--- src/rtl/tck_shift_pkg.sv ---
package tck_shift_pkg;

   // Per-cycle control broadcast from the clock/position logic to every lane
   typedef struct packed {
      logic fire;   // a test-clock cycle happens this system cycle
      logic wrap;   // this test-clock cycle is the last bit of a byte
   } tck_ctl_t;

endpackage

--- src/rtl/tck_bit_ctrl.sv ---
module tck_bit_ctrl
   import tck_shift_pkg::*;
#(
   parameter int CNT_W  = 32,
   parameter int BYTE_W = 8
)(
   input  logic             clk,
   input  logic             rst_n,
   input  logic             sync_clr,
   input  logic             run_en,
   input  logic             step_req,
   input  logic             cnt_load,
   input  logic [CNT_W-1:0] cnt_load_val,
   output logic [CNT_W-1:0] cnt_q,
   output tck_ctl_t         ctl
);

   localparam int POS_W = $clog2(BYTE_W);
   localparam logic [POS_W-1:0] LAST_POS = POS_W'(BYTE_W - 1);

   logic [POS_W-1:0] pos_q;
   logic             cnt_nz;
   logic             fire;
   logic             step_go;

   assign cnt_nz  = (cnt_q != '0);
   assign fire    = run_en && cnt_nz && !cnt_load && !sync_clr;
   assign step_go = step_req && !fire && cnt_nz && !cnt_load && !sync_clr;

   assign ctl.fire = fire;
   assign ctl.wrap = fire && (pos_q == LAST_POS);

   always_ff @(posedge clk or negedge rst_n) begin
      if (!rst_n) begin
         cnt_q <= '0;
      end else if (sync_clr) begin
         cnt_q <= '0;
      end else if (cnt_load) begin
         cnt_q <= cnt_load_val;
      end else if (fire || step_go) begin
         cnt_q <= cnt_q - 1'b1;
      end
   end

   // shared position: power-of-two byte width lets the counter wrap naturally
   always_ff @(posedge clk or negedge rst_n) begin
      if (!rst_n) begin
         pos_q <= '0;
      end else if (sync_clr) begin
         pos_q <= '0;
      end else if (fire) begin
         pos_q <= pos_q + 1'b1;
      end
   end

   AST_CNT_HOLD_ZERO: assert property (@(posedge clk) disable iff (!rst_n)
      (cnt_q == '0 && !cnt_load) |=> (cnt_q == '0));
   AST_CNT_DECR: assert property (@(posedge clk) disable iff (!rst_n)
      (run_en && cnt_q != '0 && !cnt_load && !sync_clr) |=> (cnt_q == $past(cnt_q) - 1'b1));
   AST_CNT_LOAD: assert property (@(posedge clk) disable iff (!rst_n)
      (cnt_load && !sync_clr) |=> (cnt_q == $past(cnt_load_val)));
   AST_STEP_FREEZE: assert property (@(posedge clk) disable iff (!rst_n)
      (step_req && !run_en && cnt_q != '0 && !cnt_load && !sync_clr)
      |=> (cnt_q == $past(cnt_q) - 1'b1 && pos_q == $past(pos_q)));
   AST_POS_WRAP: assert property (@(posedge clk) disable iff (!rst_n)
      ctl.wrap |=> (pos_q == '0));
   AST_CLR_ALL: assert property (@(posedge clk) disable iff (!rst_n)
      sync_clr |=> (cnt_q == '0 && pos_q == '0));

endmodule

--- src/rtl/tck_tx_lane.sv ---
module tck_tx_lane
   import tck_shift_pkg::*;
#(
   parameter int BYTE_W    = 8,
   parameter bit LSB_FIRST = 1'b1
)(
   input  logic              clk,
   input  logic              rst_n,
   input  logic              sync_clr,
   input  tck_ctl_t          ctl,
   input  logic              en,
   input  logic              load,
   input  logic [BYTE_W-1:0] load_data,
   output logic              ser,
   output logic              done
);

   logic [BYTE_W-1:0] sh_q;
   logic [BYTE_W-1:0] sh_next;
   logic              head;

   generate
      if (LSB_FIRST) begin : g_lsb
         assign head    = sh_q[0];
         assign sh_next = {1'b0, sh_q[BYTE_W-1:1]};
      end else begin : g_msb
         assign head    = sh_q[BYTE_W-1];
         assign sh_next = {sh_q[BYTE_W-2:0], 1'b0};
      end
   endgenerate

   assign ser = en & head;

   always_ff @(posedge clk or negedge rst_n) begin
      if (!rst_n) begin
         sh_q <= '0;
         done <= 1'b0;
      end else if (sync_clr) begin
         sh_q <= '0;
         done <= 1'b0;
      end else begin
         done <= ctl.wrap && en;
         if (load) begin
            sh_q <= load_data;
         end else if (ctl.fire && en) begin
            sh_q <= sh_next;
         end
      end
   end

   AST_TX_HOLD: assert property (@(posedge clk) disable iff (!rst_n)
      (!en && !load && !sync_clr) |=> $stable(sh_q));
   AST_TX_LOAD: assert property (@(posedge clk) disable iff (!rst_n)
      (load && !sync_clr) |=> (sh_q == $past(load_data)));
   AST_TX_DONE_PULSE: assert property (@(posedge clk) disable iff (!rst_n)
      done |=> !done);

endmodule

--- src/rtl/tck_rx_lane.sv ---
module tck_rx_lane
   import tck_shift_pkg::*;
#(
   parameter int BYTE_W    = 8,
   parameter bit LSB_FIRST = 1'b1
)(
   input  logic              clk,
   input  logic              rst_n,
   input  logic              sync_clr,
   input  tck_ctl_t          ctl,
   input  logic              en,
   input  logic              ser_in,
   output logic [BYTE_W-1:0] data,
   output logic              done
);

   logic [BYTE_W-1:0] sh_next;

   generate
      if (LSB_FIRST) begin : g_lsb
         assign sh_next = {ser_in, data[BYTE_W-1:1]};
      end else begin : g_msb
         assign sh_next = {data[BYTE_W-2:0], ser_in};
      end
   endgenerate

   always_ff @(posedge clk or negedge rst_n) begin
      if (!rst_n) begin
         data <= '0;
         done <= 1'b0;
      end else if (sync_clr) begin
         data <= '0;
         done <= 1'b0;
      end else begin
         done <= ctl.wrap && en;
         if (ctl.fire && en) begin
            data <= sh_next;
         end
      end
   end

   AST_RX_HOLD: assert property (@(posedge clk) disable iff (!rst_n)
      (!en && !sync_clr) |=> $stable(data));
   AST_RX_DONE_PULSE: assert property (@(posedge clk) disable iff (!rst_n)
      done |=> !done);

endmodule

--- src/rtl/tck_shift_ctrl.sv ---
module tck_shift_ctrl
   import tck_shift_pkg::*;
#(
   parameter int CNT_W     = 32,
   parameter int BYTE_W    = 8,
   parameter int NUM_TX    = 3,
   parameter bit LSB_FIRST = 1'b1
)(
   input  logic                     clk,
   input  logic                     rst_n,
   input  logic                     sync_clr,
   input  logic                     run_en,
   input  logic                     step_req,
   input  logic                     cnt_load,
   input  logic [CNT_W-1:0]         cnt_load_val,
   output logic [CNT_W-1:0]         cnt_value,
   output logic                     tck_en,
   input  logic [NUM_TX-1:0]        tx_en,
   input  logic [NUM_TX-1:0]        tx_load,
   input  logic [NUM_TX*BYTE_W-1:0] tx_load_data,
   output logic [NUM_TX-1:0]        tx_serial,
   output logic [NUM_TX-1:0]        tx_byte_done,
   input  logic                     rx_en,
   input  logic                     rx_serial_in,
   output logic [BYTE_W-1:0]        rx_byte,
   output logic                     rx_byte_done
);

   // elaboration-time parameter checks
   generate
      if (BYTE_W < 2 || (BYTE_W & (BYTE_W - 1)) != 0) begin : g_bad_byte
         $error("BYTE_W must be a power of two of at least 2");
      end
      if (NUM_TX < 1) begin : g_bad_lanes
         $error("NUM_TX must be at least 1");
      end
      if (CNT_W < 2) begin : g_bad_cnt
         $error("CNT_W must be at least 2");
      end
   endgenerate

   tck_ctl_t ctl;

   tck_bit_ctrl #(
      .CNT_W  (CNT_W),
      .BYTE_W (BYTE_W)
   ) u_bit_ctrl (
      .clk          (clk),
      .rst_n        (rst_n),
      .sync_clr     (sync_clr),
      .run_en       (run_en),
      .step_req     (step_req),
      .cnt_load     (cnt_load),
      .cnt_load_val (cnt_load_val),
      .cnt_q        (cnt_value),
      .ctl          (ctl)
   );

   assign tck_en = ctl.fire;

   generate
      for (genvar gi = 0; gi < NUM_TX; gi++) begin : g_tx
         tck_tx_lane #(
            .BYTE_W    (BYTE_W),
            .LSB_FIRST (LSB_FIRST)
         ) u_lane (
            .clk       (clk),
            .rst_n     (rst_n),
            .sync_clr  (sync_clr),
            .ctl       (ctl),
            .en        (tx_en[gi]),
            .load      (tx_load[gi]),
            .load_data (tx_load_data[gi*BYTE_W +: BYTE_W]),
            .ser       (tx_serial[gi]),
            .done      (tx_byte_done[gi])
         );
      end
   endgenerate

   tck_rx_lane #(
      .BYTE_W    (BYTE_W),
      .LSB_FIRST (LSB_FIRST)
   ) u_rx (
      .clk      (clk),
      .rst_n    (rst_n),
      .sync_clr (sync_clr),
      .ctl      (ctl),
      .en       (rx_en),
      .ser_in   (rx_serial_in),
      .data     (rx_byte),
      .done     (rx_byte_done)
   );

   AST_TCK_NEEDS_RUN: assert property (@(posedge clk) disable iff (!rst_n)
      tck_en |-> (run_en && cnt_value != '0));
   AST_DONE_ALIGNED: assert property (@(posedge clk) disable iff (!rst_n)
      (rx_byte_done && tx_en == {NUM_TX{1'b1}} && $past(tx_en) == {NUM_TX{1'b1}})
      |-> (tx_byte_done == {NUM_TX{1'b1}}));

endmodule

--- config.mk ---
export PLATFORM = sky130hd
export DESIGN_NAME = tck_shift_ctrl
export DESIGN_NICKNAME = d
export VERILOG_FILES = /design/src/rtl/tck_shift_pkg.sv /design/src/rtl/tck_bit_ctrl.sv /design/src/rtl/tck_tx_lane.sv /design/src/rtl/tck_rx_lane.sv /design/src/rtl/tck_shift_ctrl.sv
export SDC_FILE = /design/constraint.sdc
export NUM_CORES = 1
export LEC_CHECK = 0
export ABC_CLOCK_PERIOD_IN_PS = 4620
export BUFFER_PORTS_ARGS = -buffer_cell sky130_fd_sc_hd__buf_2
export CORE_MARGIN = 3
export CORE_UTILIZATION = 57
export DETAILED_ROUTE_END_ITERATION = 8
export GPL_TIMING_DRIVEN = 0
export PLACE_DENSITY_LB_ADDON = 0.05
export SYNTH_ARGS = -nofsm -noshare
export SYNTH_HDL_FRONTEND = slang
export SYNTH_SLANG_ARGS = --single-unit
export TNS_END_PERCENT = 30
--- constraint.sdc ---
create_clock -name clk -period 4.62 [get_ports clk]
set_clock_uncertainty 0.15 [all_clocks]
set_input_delay 0.231 -clock clk [delete_from_list [all_inputs] [get_ports clk]]
set_output_delay 0.231 -clock clk [all_outputs]
set_load 0.02 [all_outputs]
After elaboration in Yosys (flattened, before gate mapping) --
Cells that the tools add are included.
Cells by class: add/sub/neg operators 2, equality and inequality tests 1, muxes and demuxes 20, bitwise gates (word level) 3, reduce and logical (&&, ||, !) cells 27
Operators by type and width (number):
- 2-to-1 mux 32 bit | 3
- 2-to-1 mux 8 bit | 11
- nonzero test 32 bit | 1
- subtractor 32 x 1 -> 32 bit, second input constant | 1
- logical AND 1 bit | 16
- nonzero test 3 bit | 4
- 2-to-1 mux 3 bit | 2
- 2-to-1 mux 1 bit | 4
- nonzero test 2 bit | 2
- adder 3 x 1 -> 3 bit, second input constant | 1
- bitwise AND 1 bit | 3
- equality test 3 bit, second input constant | 1
- zero test 1 bit | 3
- logical OR 1 bit | 1
Storage, ports and cells: register bits after elaboration 71, bits of input ports 70, output and inout port bits 48, logic and storage cells 63

Logic depth before layout (Yosys ltp) --
Gate-level depths: netlist of run 1.
depth after elaboration 13, gate-level depth with buffers 9, depth with buffers taken out 7

Modules after synthesis --
From an unflattened synthesis of run 1, not the netlist that was laid out.
Second synthesis, totals: cells, all modules 406, area, all modules 4212.8 um^2
By module, submodules not included:
- tck_bit_ctrl | instances 1, cells an instance 261, area an instance 2478.6 um^2, sequential area each 875.8 um^2
- tck_tx_lane | instances 3, cells an instance 38, area an instance 447.9 um^2, sequential area each 225.2 um^2
- tck_rx_lane | instances 1, cells an instance 31, area an instance 390.4 um^2, sequential area each 225.2 um^2

Worst setup path before layout of run 1 --
Ideal clock, no wire load.
kind flip-flop to flip-flop, start point reg u_bit_ctrl.cnt_q[20], end point reg u_rx.data[0], library setup time 0.128 ns, arrival time 2.636 ns, required time 4.342 ns, slack 1.706 ns, cell stages (with the launch flop) 8, buffers on the path 2, clock period less this slack 2.914 ns, path through dfrtp_1 -> buf_6 -> or4_4 -> or4_4 -> buf_6 -> or3_1 -> nand4_4 -> mux2_1
On the way: cells in the longest elaborated chain, start to end 6
RTL lines:
- start: declaration | RTL line tck_bit_ctrl.sv:14 | output logic [CNT_W-1:0] cnt_q,
- start signal: assignment | RTL line tck_bit_ctrl.sv:39 | cnt_q <= cnt_load_val;
- start signal: assignment | RTL line tck_bit_ctrl.sv:41 | cnt_q <= cnt_q - 1'b1;
- nonzero test 32 bit | RTL line tck_bit_ctrl.sv:26 | assign cnt_nz = (cnt_q != '0);
- logical AND 1 bit (3 in a row) | RTL line tck_bit_ctrl.sv:27 | assign fire = run_en && cnt_nz && !cnt_load && !sync_clr;
- logical AND 1 bit | RTL line tck_rx_lane.sv:36 | if (ctl.fire && en) begin
- nonzero test 2 bit (no line)
- end signal: assignment | RTL line tck_rx_lane.sv:37 | data <= sh_next;
- end: declaration | RTL line tck_rx_lane.sv:13 | output logic [BYTE_W-1:0] data,
No other way between the ends. A chain may end at the register's enable or synchronous reset.

Final worst setup path of run 1 --
start point reg u_bit_ctrl.cnt_q[6], end point reg u_bit_ctrl.cnt_q[8]
On the way: cells in the longest elaborated chain, start to end 11, elaborated cells between the ends (all ways) 15, classes of those cells add/sub: 1; mux: 3; reduce/logical: 11
RTL lines:
- parallel branches: the longest is 11 deep, another holds subtractor 32 x 1 -> 32 bit
Several ways; the timed one is not identified. The select of a mux whose other input is x is not followed.

==> results of run 1 <==
-- how the worst max path moves through the flow --
| stage | cells after the start | slack [ns] | to |
|---|---|---|---|
| 6_report | 7 | 1.38 | u_bit_ctrl.cnt_q[8] |
| 5_1_grt | 5 | 1.18 | tck_en |
| 4_1_cts | 7 | 1.40 | tck_en |
| 3_5_place_dp | 7 | 1.48 | u_bit_ctrl.cnt_q[8] |
| 3_3_place_gp | 7 | 1.55 | u_bit_ctrl.cnt_q[8] |
| 2_1_floorplan | 7 | 1.71 | u_rx.data[0] |
-- worst register-to-register path, cell delays in order (launching register included) --
cell,delay (ns)
dfrtp_1,0.43
nor4_2,0.81
nand3_2,0.42
o31ai_4,0.39
buf_2,0.28
buf_4,0.23
o21ai_0,0.10
a311oi_1,0.32
-- placed cells by master (no fill, tap or decap), types with 6 or more instances in the layout --
| cell | Yosys | layout |
|---|---|---|
| buf_2 | 7 | 116 |
| dfrtp_1 | 71 | 71 |
| nand2_1 | 42 | 42 |
| dlygate4sd3_1 | 1 | 33 |
| inv_1 | 28 | 28 |
| a31oi_1 | 26 | 26 |
| clkbuf_1 | 22 | 23 |
| nor2_1 | 23 | 23 |
| a221oi_1 | 21 | 21 |
| o21ai_0 | 15 | 15 |
| nor3_1 | 14 | 14 |
| a21oi_1 | 13 | 13 |
| nor4_1 | 11 | 11 |
| or3_1 | 11 | 11 |
| clkbuf_8 | 0 | 11 |
| a311oi_1 | 10 | 10 |
| nor2b_1 | 9 | 9 |
| and2_1 | 8 | 8 |
| mux2_1 | 8 | 8 |
| buf_4 | 7 | 8 |
| o311ai_0 | 7 | 7 |
| nand3b_1 | 7 | 7 |
| or4_1 | 6 | 6 |
-- cell families (layout without fill, tap and decap cells) --
| family | Yosys count | in the layout | share of synthesized area (%) |
|---|---|---|---|
| AOI/OAI and AO/OA | 125 | 125 | 23.5 |
| xor gates and xnor gates | 3 | 3 | 0.624 |
| adders and majority gates | 4 | 4 | 1.19 |
| buffers and inverters | 71 | 229 | 8.14 |
| DFF | 71 | 71 | 42.2 |
| muxes | 8 | 8 | 2.14 |
| and+or+nand+nor | 164 | 164 | 22.2 |
-- per-stage QoR --
step | hold slack, ns | setup slack [ns] | instance area [µm²] | utilization [%]
final | 0.00450 | 1.38 | 5430 | 77.8
after global routing | 0.0140 | 1.18 | 5430 | 77.8
after CTS | 0.000518 | 1.40 | 5430 | 77.8
after detailed placement | -0.0325 | 1.48 | 4910 | 70.3
after global placement | 0.296 | 1.55 | 4880 | 69.9
after floorplan | -0.215 | 1.71 | 4210 | -
-- layout make-up --
class | instances | area, µm²
inverters | 28 | 105
fillers | 506 | 1550
clock buffers | 12 | 155
flip-flops and latches | 71 | 1780
well taps | 96 | 120
repair buffers | 143 | 901
multi-input cells | 304 | 2090
clock inverters | 3 | 42.5
plain buffers | 43 | 238
-- registers in the layout, summed over array words and instances, names as in the netlist --
name / flops
u_rx.done: 1
u_bit_ctrl.cnt_q: 32
u_rx.data: 8
g_tx.u_lane.sh_q: 24
u_bit_ctrl.pos_q: 3
g_tx.u_lane.done: 3
-- power breakdown --
part | internal [mW] | leakage (nW) | switching (mW)
combinational | 0.140 | 1.48 | 0.209
sequential | 0.656 | 0.942 | 0.0395
clock | 0.275 | 0.0985 | 0.237
total | 1.07 | 2.52 | 0.486
-- routing by layer --
| metal | vias to the layer above | wire length, µm | part of all wire [%] |
|---|---|---|---|
| met4 | 0 | 228 | 1.8 |
| met5 | - | 0 | 0 |
| met1 | 2068 | 5000 | 40 |
| met2 | 246 | 6160 | 49 |
| met3 | 24 | 1190 | 9.5 |
| li1 | 1994 | - | - |
-- what timing repair did --
item,4_1_cts,5_1_grt
buffers inserted,0,0
endpoints found under the hold margin,102,0
setup endpoints to repair,0,0
hold buffers,32,0
==> impl_metrics.py, run 1 <==
metrics = {
    "status": {
        "status": "finished clean",
    },
    "yosys": {
        "yosysWarnings": 0,
        "avgSynthCellArea_um2": 9.44,
        "synth_nets": 520,
        "synth_top_cell_area_share_pct": 42.2,
        "netlist-cell-type-count": 61,
        "synthCells": 446,
        "syn_area_um2": 4210,
        "synth.most_common_cell": "dfrtp_1",
        "synth_area_leaders": "dfrtp_1 (42%), a221oi_1 (4.4%), a31oi_1 (3.9%)",
        "ys_seq_area_share_pct": 42.2,
        "synth_largest_area_cell": "dfrtp_1",
        "ys_ff_latch": 71,
        "synth-edff-count": 0,
        "synth_ff_type": "dfrtp_1",
        "synthArstFlopShare_pct": 100,
        "synth_common_cells": "dfrtp_1 (71), nand2_1 (42), inv_1 (28), a31oi_1 (26), nor2_1 (23)",
    },
    "timing": {
        "setup_violations": 0,
        "worst_pin_slew_ns": 1.08,
        "fmax_mhz": 308,
        "layout_min_cycle_time_ns": 3.24,
        "hold_violations": 0,
        "post-route-period-util_pct": 70.2,
        "rsz0062_at_grt": "false",
        "slew_headroom_pct": 27.3,
        "setup_tns_ns": 0,
        "maxSlewViolCount": 0,
    },
    "placed_design": {
        "portBuffers": 110,
        "gp_congestion": 0.904,
        "dp_hpwl_mm": 8.55,
        "dp.cells": 653,
    },
    "cts": {
        "clk_pin_slew_ns": 0.08,
        "clock-sinks": 71,
        "numCtsBuffers": 9,
        "cts_resized": 0,
        "clk-insertion-delay-late_ns": 0.36,
        "root_buffer": "clkbuf_8",
        "clockBufferDepth": 2,
        "cts_max_level": 3,
        "cts_tree": "built",
    },
    "power_and_ir_drop": {
        "power.density_nw_per_um2": 287,
        "peakVddDrop_mv": 0.206,
        "p_total_mw": 1.56,
        "power.leakage_nw": 2.52,
    },
    "setup_path": {
        "critPathBufInv": 2,
        "end_kind": "flop",
        "reg2reg_to": "u_bit_ctrl.cnt_q[8]",
        "path_max_fanout": 10,
        "critPathSlowestCell": "nor4_2",
        "cp-start-kind": "flop",
        "path_delay_family": "simple AND/OR/NAND/NOR gates",
        "crit_chain": "nor4_2 -> nand3_2 -> o31ai_4 -> buf_2 -> buf_4 -> o21ai_0 -> a311oi_1",
        "crit_required_ns": 4.71,
        "worstSetupPathType": "reg -> reg",
        "rr_worst_depth": 7,
        "critical_path.max_stage_delay_ns": 0.81,
        "r2r_start": "u_bit_ctrl.cnt_q[6]",
        "startpoint": "u_bit_ctrl.cnt_q[6]",
        "critPathArrivalTime_ns": 3.34,
        "r2r_setup_slack_ns": 1.38,
    },
    "detailed_routing": {
        "viasPerCell": 6.19,
        "drt_iter0_drc": 344,
        "drc_errors": 0,
        "vias": 4332,
        "dr.pass1.iters": 5,
        "wire_per_inst_um": 18.0,
        "ant_nets": 0,
        "drt_wl_total_mm": 12.6,
    },
    "global_routing": {
        "grt_pass1_vias": 4210,
        "overflow": 0,
        "top_usage_layer": "met2",
        "grtUsageMet1_pct": 40.1,
        "use_met3_pct": 7.05,
        "track_usage_pct": 30.3,
        "grt.met2_usage_pct": 49.2,
        "grt_pass1_wl_mm": 20.6,
        "grt_max_degree": 56,
        "grt_antenna_before_repair": 0,
    },
    "finish": {
        "antennaDiodeCount": 0,
        "nNetsFinal": 674,
        "area_delta_synth_final_pct": 28.9,
        "drive_gt1_share_pct": 27.5,
        "instances_no_fill": 700,
    },
    "worst_hold_path": {
        "hold_depth": 3,
        "hp-start": "cnt_load_val[12]",
        "hp-class": "in -> reg",
        "whs_endpoint": "u_bit_ctrl.cnt_q[12]",
    },
    "die": {
        "io_pins": 118,
        "fp.dieW_um": 91.9,
        "dieArea_um2": 8450,
        "fp.dieH_um": 91.9,
        "core_um2": 6980,
        "num_rows": 30,
        "start_util_pct": 60.3,
    },
    "flow_run": {
        "max-cap-violations": 0,
    },
}
Power figures use the tool's default switching activity.
==> run 2: changes to the inputs <==
ABC_CLOCK_PERIOD_IN_PS = 2700   (was 4620)
CORE_UTILIZATION = 48   (was 57)
clock period = 2.7 ns   (was 4.62 ns; I/O delays follow)
==> run 2 against run 1 <==
The flow now finishes with violations (negative setup slack). Flip-flop and latch count unchanged. Global-route usage decreased by 1.8 points. Register-to-register slack got worse by 1.5 ns. Die area increased by 17%. Non-clock buffer count increased by 52. Combinational power increased by 120%.
==> impl_metrics.py, run 2 (synthesis gave the netlist of run 1 again) <==
metrics = {
    "finish": {
        "multiInputGateArea_um2": 2530,
        "layout_common_cells": "buf_2 (110), dfrtp_1 (64), dlygate4sd3_1 (55)",
        "final_common_cell": "buf_2",
        "regMostFlops": "u_bit_ctrl.cnt_q",
        "nNetsFinal": 726,
        "largest_registers": "u_bit_ctrl.cnt_q (32), g_tx.u_lane.sh_q (24), u_rx.data (8)",
        "drive_gt1_share_pct": 40.2,
        "instances_no_fill": 762,
        "antennaDiodeCount": 0,
        "postLayoutCoreUtil_pct": 77.3,
        "ff_latch_area_um2": 1790,
        "fillers": 587,
        "final_area_um2": 6480,
        "largest_reg_flops": 32,
        "area_delta_synth_final_pct": 53.9,
    },
    "setup_path": {
        "crit_chain": "or4_1 -> or4_4 -> buf_12 -> o31ai_4 -> nor2_1 -> buf_4",
        "worstSetupPathType": "reg -> out",
        "rr_worst_depth": 7,
        "r2r_setup_slack_ns": -0.13,
        "critical_path.max_stage_delay_ns": 0.59,
        "end_kind": "output pin",
        "critPathArrivalTime_ns": 2.55,
        "critPathSlowestCell": "or4_4",
        "cp-start-kind": "flop",
        "crit_required_ns": 2.41,
        "path_max_fanout": 6,
        "r2r_start": "u_bit_ctrl.cnt_q[28]",
        "reg2reg_to": "g_tx[2].u_lane.sh_q[4]",
    },
    "global_routing": {
        "overflow": 0,
        "track_usage_pct": 28.6,
        "grt_pass1_wl_mm": 22.4,
        "grt_pass1_vias": 4489,
        "grt_antenna_before_repair": 0,
        "grt_max_degree": 39,
    },
    "detailed_routing": {
        "vias": 4567,
        "ant_nets": 0,
        "drt_wl_total_mm": 14.5,
        "wire_per_inst_um": 19.0,
        "viasPerCell": 5.99,
        "dr.pass1.iters": 5,
        "drc_errors": 0,
        "drt_iter0_drc": 227,
    },
    "status": {
        "violations": "negative setup slack",
        "status": "finished, violations left",
    },
    "die": {
        "core_um2": 8380,
        "fp.dieW_um": 99.7,
        "dieArea_um2": 9930,
        "start_util_pct": 50.2,
        "num_rows": 33,
        "io_pins": 118,
        "fp.dieH_um": 99.7,
    },
    "timing": {
        "hold_violations": 0,
        "maxSlewViolCount": 0,
        "post-route-period-util_pct": 105,
        "worst_slack_ns": -0.138,
        "rsz0062_at_grt": "true",
        "worst_pin_slew_ns": 0.836,
        "slew_headroom_pct": 44.2,
        "setup_violations": 41,
        "layout_min_cycle_time_ns": 2.84,
        "fmax_mhz": 352,
        "setup_tns_ns": -3.20,
    },
    "cts": {
        "cts_tree": "built",
        "clock-sinks": 71,
        "root_buffer": "clkbuf_8",
        "numCtsBuffers": 9,
        "cts_max_level": 3,
        "clk-insertion-delay-late_ns": 0.36,
        "clockBufferDepth": 2,
        "clk_pin_slew_ns": 0.08,
    },
    "placed_design": {
        "dp_hpwl_mm": 9.07,
        "portBuffers": 110,
        "pre_cts_slack_ns": -0.450,
        "dpl_cell_area_um2": 4930,
        "dp.cells": 662,
        "gp_congestion": 0.921,
    },
    "power_and_ir_drop": {
        "switching_share_pct": 31.7,
        "seqPwrFrac_pct": 40.3,
        "switchingPower_mw": 0.944,
        "power.leakage_nw": 2.90,
        "pwr-share-clk_pct": 33.7,
        "peakVddDrop_mv": 0.283,
        "power.density_nw_per_um2": 460,
        "power.internal_mw": 2.04,
        "comb_power_share_pct": 26.1,
    },
    "worst_hold_path": {
        "hp-start": "cnt_load_val[13]",
        "hp-class": "in -> reg",
        "hold_depth": 3,
        "whs_endpoint": "u_bit_ctrl.cnt_q[13]",
    },
    "flow_run": {
        "max-cap-violations": 0,
    },
}
[run 2: final cells by class]
cell class / instances / area share, %
Multi-Input combinational cell: 304 / 39.0
Sequential cell: 71 / 27.5
Timing Repair Buffer: 198 / 22.1
Buffer: 40 / 4.13
Clock buffer: 11 / 2.34
Tap cell: 105 / 2.03
Inverter: 28 / 1.62
Clock inverter: 5 / 1.24
[run 2: repair_timing]
action | in CTS | in global routing
pin swaps | 16 | 17
hold buffers | 54 | 0
setup buffers | 19 | 13
gates resized for setup | 40 | 62
endpoints found under the hold margin | 119 | 0
gates cloned | 0 | 1
endpoints found under the setup margin | 66 | 66
[run 2: power by group through the flow]
stage	clock network (mW)	registers, mW	logic [mW]
after floorplan	0	1.24	0.312
after global placement	0	1.21	0.546
after detailed placement	0	1.21	0.560
after CTS	1.02	1.19	0.682
after global routing	1.05	1.21	0.835
final	1.00	1.20	0.776
[run 2: through the flow]
step / power, mW / hold WS, ns
2_1_floorplan: 1.55 / -0.311
3_3_place_gp: 1.75 / 0.200
3_5_place_dp: 1.77 / -0.0261
4_1_cts: 2.89 / 0.00312
5_1_grt: 3.09 / 0.0280
6_report: 2.98 / 0.0119
[run 2: worst max path at each step]
stage                     cells past startpoint                 start  slack (ns)                endpoint
final                                         6  u_bit_ctrl.cnt_q[28]       -0.14                  tck_en
after global routing                          6  u_bit_ctrl.cnt_q[28]       -0.19                  tck_en
after CTS                                     8  u_bit_ctrl.cnt_q[28]       -0.16  g_tx[2].u_lane.sh_q[7]
after detailed placement                      6  u_bit_ctrl.cnt_q[18]       -0.45    u_bit_ctrl.cnt_q[24]
after global placement                        6  u_bit_ctrl.cnt_q[18]       -0.39    u_bit_ctrl.cnt_q[24]
after floorplan                               6  u_bit_ctrl.cnt_q[18]       -0.08            u_rx.data[0]
[run 2: critical path, delay by kind of cell (launching register included)]
family | cells | cell delay (ns)
AND/OR/NAND/NOR | 3 | 1.20
flip-flops | 1 | 0.41
buffers and inverters | 2 | 0.35
AO/OA/AOI/OAI | 1 | 0.24
[run 2: layer usage]
metal	vias to the layer above	share of wire (%)	global-route usage (%)
met5	-	0	0
met4	0	2.1	11.2
met3	28	6.2	3.86
met2	198	51	49.7
met1	2236	41	35.8
li1	2105	-	-
==> run 3: changes to the inputs <==
PLACE_DENSITY = 0.76   (was not set)
PLACE_DENSITY_LB_ADDON = not set   (was 0.05)
SYNTH_HIERARCHICAL = 1   (was not set)
==> run 3 against run 2 <==
The flow still finishes with violations (negative setup slack). Highest routed layer unchanged. Cell area down 4.2%. Combinational power down 9.0%. Synthesized cell count down 9.0%. Core utilization down 3.2 points.
==> impl_metrics.py, run 3 <==
metrics = {
    "finish": {
        "instances_no_fill": 721,
        "drive_gt1_share_pct": 38.6,
        "final_common_cell": "buf_2",
        "largest_reg_flops": 32,
        "area_delta_synth_final_pct": 47.5,
        "final_area_um2": 6210,
        "layout_common_cells": "buf_2 (116), dfrtp_1 (67), dlygate4sd3_1 (62)",
        "fillers": 577,
        "largest_registers": "u_bit_ctrl/cnt_q (32), g_tx.u_lane/sh_q (24), u_rx/data (8)",
        "antennaDiodeCount": 0,
        "regMostFlops": "u_bit_ctrl/cnt_q",
        "nNetsFinal": 685,
    },
    "power_and_ir_drop": {
        "seqPwrFrac_pct": 40.5,
        "comb_power_share_pct": 23.8,
        "p_total_mw": 2.97,
        "switching_share_pct": 29.6,
        "switchingPower_mw": 0.878,
        "power.leakage_nw": 2.88,
        "power.density_nw_per_um2": 478,
        "peakVddDrop_mv": 0.339,
        "power.internal_mw": 2.09,
        "pwr-share-clk_pct": 35.7,
    },
    "yosys": {
        "synth-edff-count": 0,
        "yosysWarnings": 6,
        "avgSynthCellArea_um2": 10.4,
        "synth_ff_type": "dfrtp_1",
        "synth_area_leaders": "dfrtp_1 (42%), mux2i_1 (7.1%), o31ai_1 (4.5%)",
        "synthArstFlopShare_pct": 100,
        "syn_area_um2": 4210,
        "synthCells": 406,
        "ys_ff_latch": 71,
        "synth_nets": 480,
        "synth_top_cell_area_share_pct": 42.2,
        "synth.most_common_cell": "dfrtp_1",
        "ys_seq_area_share_pct": 42.2,
        "synth_largest_area_cell": "dfrtp_1",
        "netlist-cell-type-count": 60,
        "synth_common_cells": "dfrtp_1 (71), nor2_1 (41), mux2i_1 (30), nand2_1 (30), o31ai_1 (25)",
    },
    "placed_design": {
        "dp_hpwl_mm": 8.07,
        "portBuffers": 114,
        "gp_congestion": 0.908,
        "dpl_cell_area_um2": 4970,
        "dp.cells": 626,
        "pre_cts_slack_ns": -0.736,
    },
    "setup_path": {
        "crit_required_ns": 2.81,
        "r2r_setup_slack_ns": -0.31,
        "worstSetupPathType": "reg -> reg",
        "reg2reg_to": "g_tx[1].u_lane/sh_q[2]",
        "cp_common_cell": "or4_4",
        "path_max_fanout": 6,
        "critical_path.max_stage_delay_ns": 0.55,
        "cp-start-kind": "flop",
        "critPathArrivalTime_ns": 3.12,
        "r2r_start": "u_bit_ctrl/cnt_q[18]",
        "critPathSlowestCell": "or4_4",
        "rr_worst_depth": 9,
        "crit_chain": "or4_4 -> or4_4 -> o311a_4 -> nor2b_4 -> buf_8 -> a211oi_4 -> buf_6 -> nand2_4 -> o31ai_4",
        "end_kind": "flop",
    },
    "detailed_routing": {
        "ant_nets": 0,
        "drt_iter0_drc": 196,
        "dr.pass1.iters": 4,
        "vias": 4186,
        "drc_errors": 0,
        "wire_per_inst_um": 17.8,
        "drt_wl_total_mm": 12.8,
        "viasPerCell": 5.81,
    },
    "cts": {
        "root_buffer": "clkbuf_8",
        "clock-sinks": 71,
        "cts_max_level": 3,
        "clk_pin_slew_ns": 0.09,
        "clk-insertion-delay-late_ns": 0.35,
        "numCtsBuffers": 9,
        "clockBufferDepth": 2,
        "cts_tree": "built",
    },
    "global_routing": {
        "overflow": 0,
        "track_usage_pct": 25.5,
        "top_usage_layer": "met2",
        "grt.met2_usage_pct": 40.6,
        "grt_pass1_wl_mm": 20.5,
        "grtUsageMet1_pct": 35.3,
        "grt_max_degree": 42,
        "grt_antenna_before_repair": 0,
        "use_met3_pct": 4.56,
        "grt_pass1_vias": 4150,
    },
    "timing": {
        "rsz0062_at_grt": "true",
        "setup_violations": 39,
        "hold_violations": 0,
        "maxSlewViolCount": 0,
        "post-route-period-util_pct": 112,
        "worst_pin_slew_ns": 0.768,
        "hold_slack_ns": 0.0151,
        "layout_min_cycle_time_ns": 3.01,
        "fmax_mhz": 332,
        "slew_headroom_pct": 48.6,
        "worst_slack_ns": -0.313,
    },
    "worst_hold_path": {
        "hp-class": "in -> reg",
        "whs_endpoint": "g_tx[2].u_lane/sh_q[0]",
        "hp-start": "tx_load_data[16]",
        "hold_depth": 3,
    },
    "status": {
        "status": "finished, violations left",
        "violations": "negative setup slack",
    },
    "die": {
        "fp.dieW_um": 99.7,
        "dieArea_um2": 9940,
        "core_um2": 8380,
        "start_util_pct": 50.3,
        "fp.dieH_um": 99.7,
        "io_pins": 118,
        "num_rows": 33,
    },
    "flow_run": {
        "max-cap-violations": 0,
    },
}
## run 3: changes by cell type after synthesis, sizes merged, moves of 9 or more
cell    previous run  this run
o31ai              5        26
a221oi            21         0
inv               28         9
nor2              23        41
clkbuf            22        11
mux2i              0        30
nand2b             0         9
a211oi             3        16
xor2               0         9
a31oi             26         4
nand2             43        30
## run 3: power groups by stage
| stage | clock network (mW) | logic, mW | registers, mW |
|---|---|---|---|
| 2_1_floorplan | 0 | 0.318 | 1.25 |
| 3_3_place_gp | 0 | 0.539 | 1.21 |
| 3_5_place_dp | 0 | 0.551 | 1.22 |
| 4_1_cts | 1.07 | 0.667 | 1.20 |
| 5_1_grt | 1.12 | 0.761 | 1.21 |
| 6_report | 1.06 | 0.706 | 1.20 |
## run 3: critical path, delay by kind of cell (launching register included)
| family | cells | cell delay, ns |
|---|---|---|
| AO/OA/AOI/OAI | 3 | 0.73 |
| flip-flops | 1 | 0.41 |
| AND/OR/NAND/NOR | 4 | 1.28 |
| buffers and inverters | 2 | 0.36 |
## run 3: per-stage QoR
stage	TNS [ns]	util (%)
6_report	-8.28	74.1
5_1_grt	-11.58	74.1
4_1_cts	-7.60	72.2
3_5_place_dp	-26.42	59.3
3_3_place_gp	-25.23	59.0
2_1_floorplan	-12.43	-
## run 3: cell families (layout without fill, tap and decap cells)
group           after synthesis  count (layout)  share of synthesized area [%]
simple gates                160             160                           21.8
xor+xnor                     13              13                           2.70
fa+ha+maj                     4               4                           1.19
mux                          30              30                           7.13
flops                        71              71                           42.2
buf+inv                      37             247                           5.91
compound gates               91              91                           19.1
## run 3: metal layers
layer / vias up / wire [µm]
met3: 29 / 815
met5: - / 0
met4: 0 / 283
met1: 2045 / 5480
met2: 169 / 6210
li1: 1943 / -
## run 3: how the worst max path moves through the flow
stage,from,endpoint,slack [ns]
3_3_place_gp,u_bit_ctrl/cnt_q[0],g_tx[2].u_lane/sh_q[6],-0.72
4_1_cts,u_bit_ctrl/cnt_q[8],g_tx[2].u_lane/sh_q[0],-0.32
2_1_floorplan,u_bit_ctrl/cnt_q[16],g_tx[0].u_lane/sh_q[4],-0.46
5_1_grt,u_bit_ctrl/cnt_q[18],g_tx[0].u_lane/sh_q[4],-0.38
3_5_place_dp,u_bit_ctrl/cnt_q[0],g_tx[2].u_lane/sh_q[1],-0.74
6_report,u_bit_ctrl/cnt_q[18],g_tx[1].u_lane/sh_q[2],-0.31
## run 3: area by class of cell
cell class / count / area (µm²) / share of cell area (%)
multi-input cells: 298 / 2430 / 39.1
flip-flops and latches: 71 / 1780 / 28.7
repair buffers: 195 / 1370 / 22.1
plain buffers: 26 / 216 / 3.48
clock buffers: 11 / 141 / 2.28
well taps: 105 / 131 / 2.11
clock inverters: 5 / 104 / 1.67
inverters: 10 / 37.5 / 0.604
## run 3: what timing repair did
| item | in CTS | in global routing |
|---|---|---|
| cloned | 3 | 0 |
| endpoints found under the hold margin | 128 | 0 |
| pin swaps | 23 | 12 |
| setup endpoints to repair | 66 | 63 |
| buffers inserted | 13 | 2 |
| resized for setup | 33 | 35 |
| hold buffers | 62 | 0 |
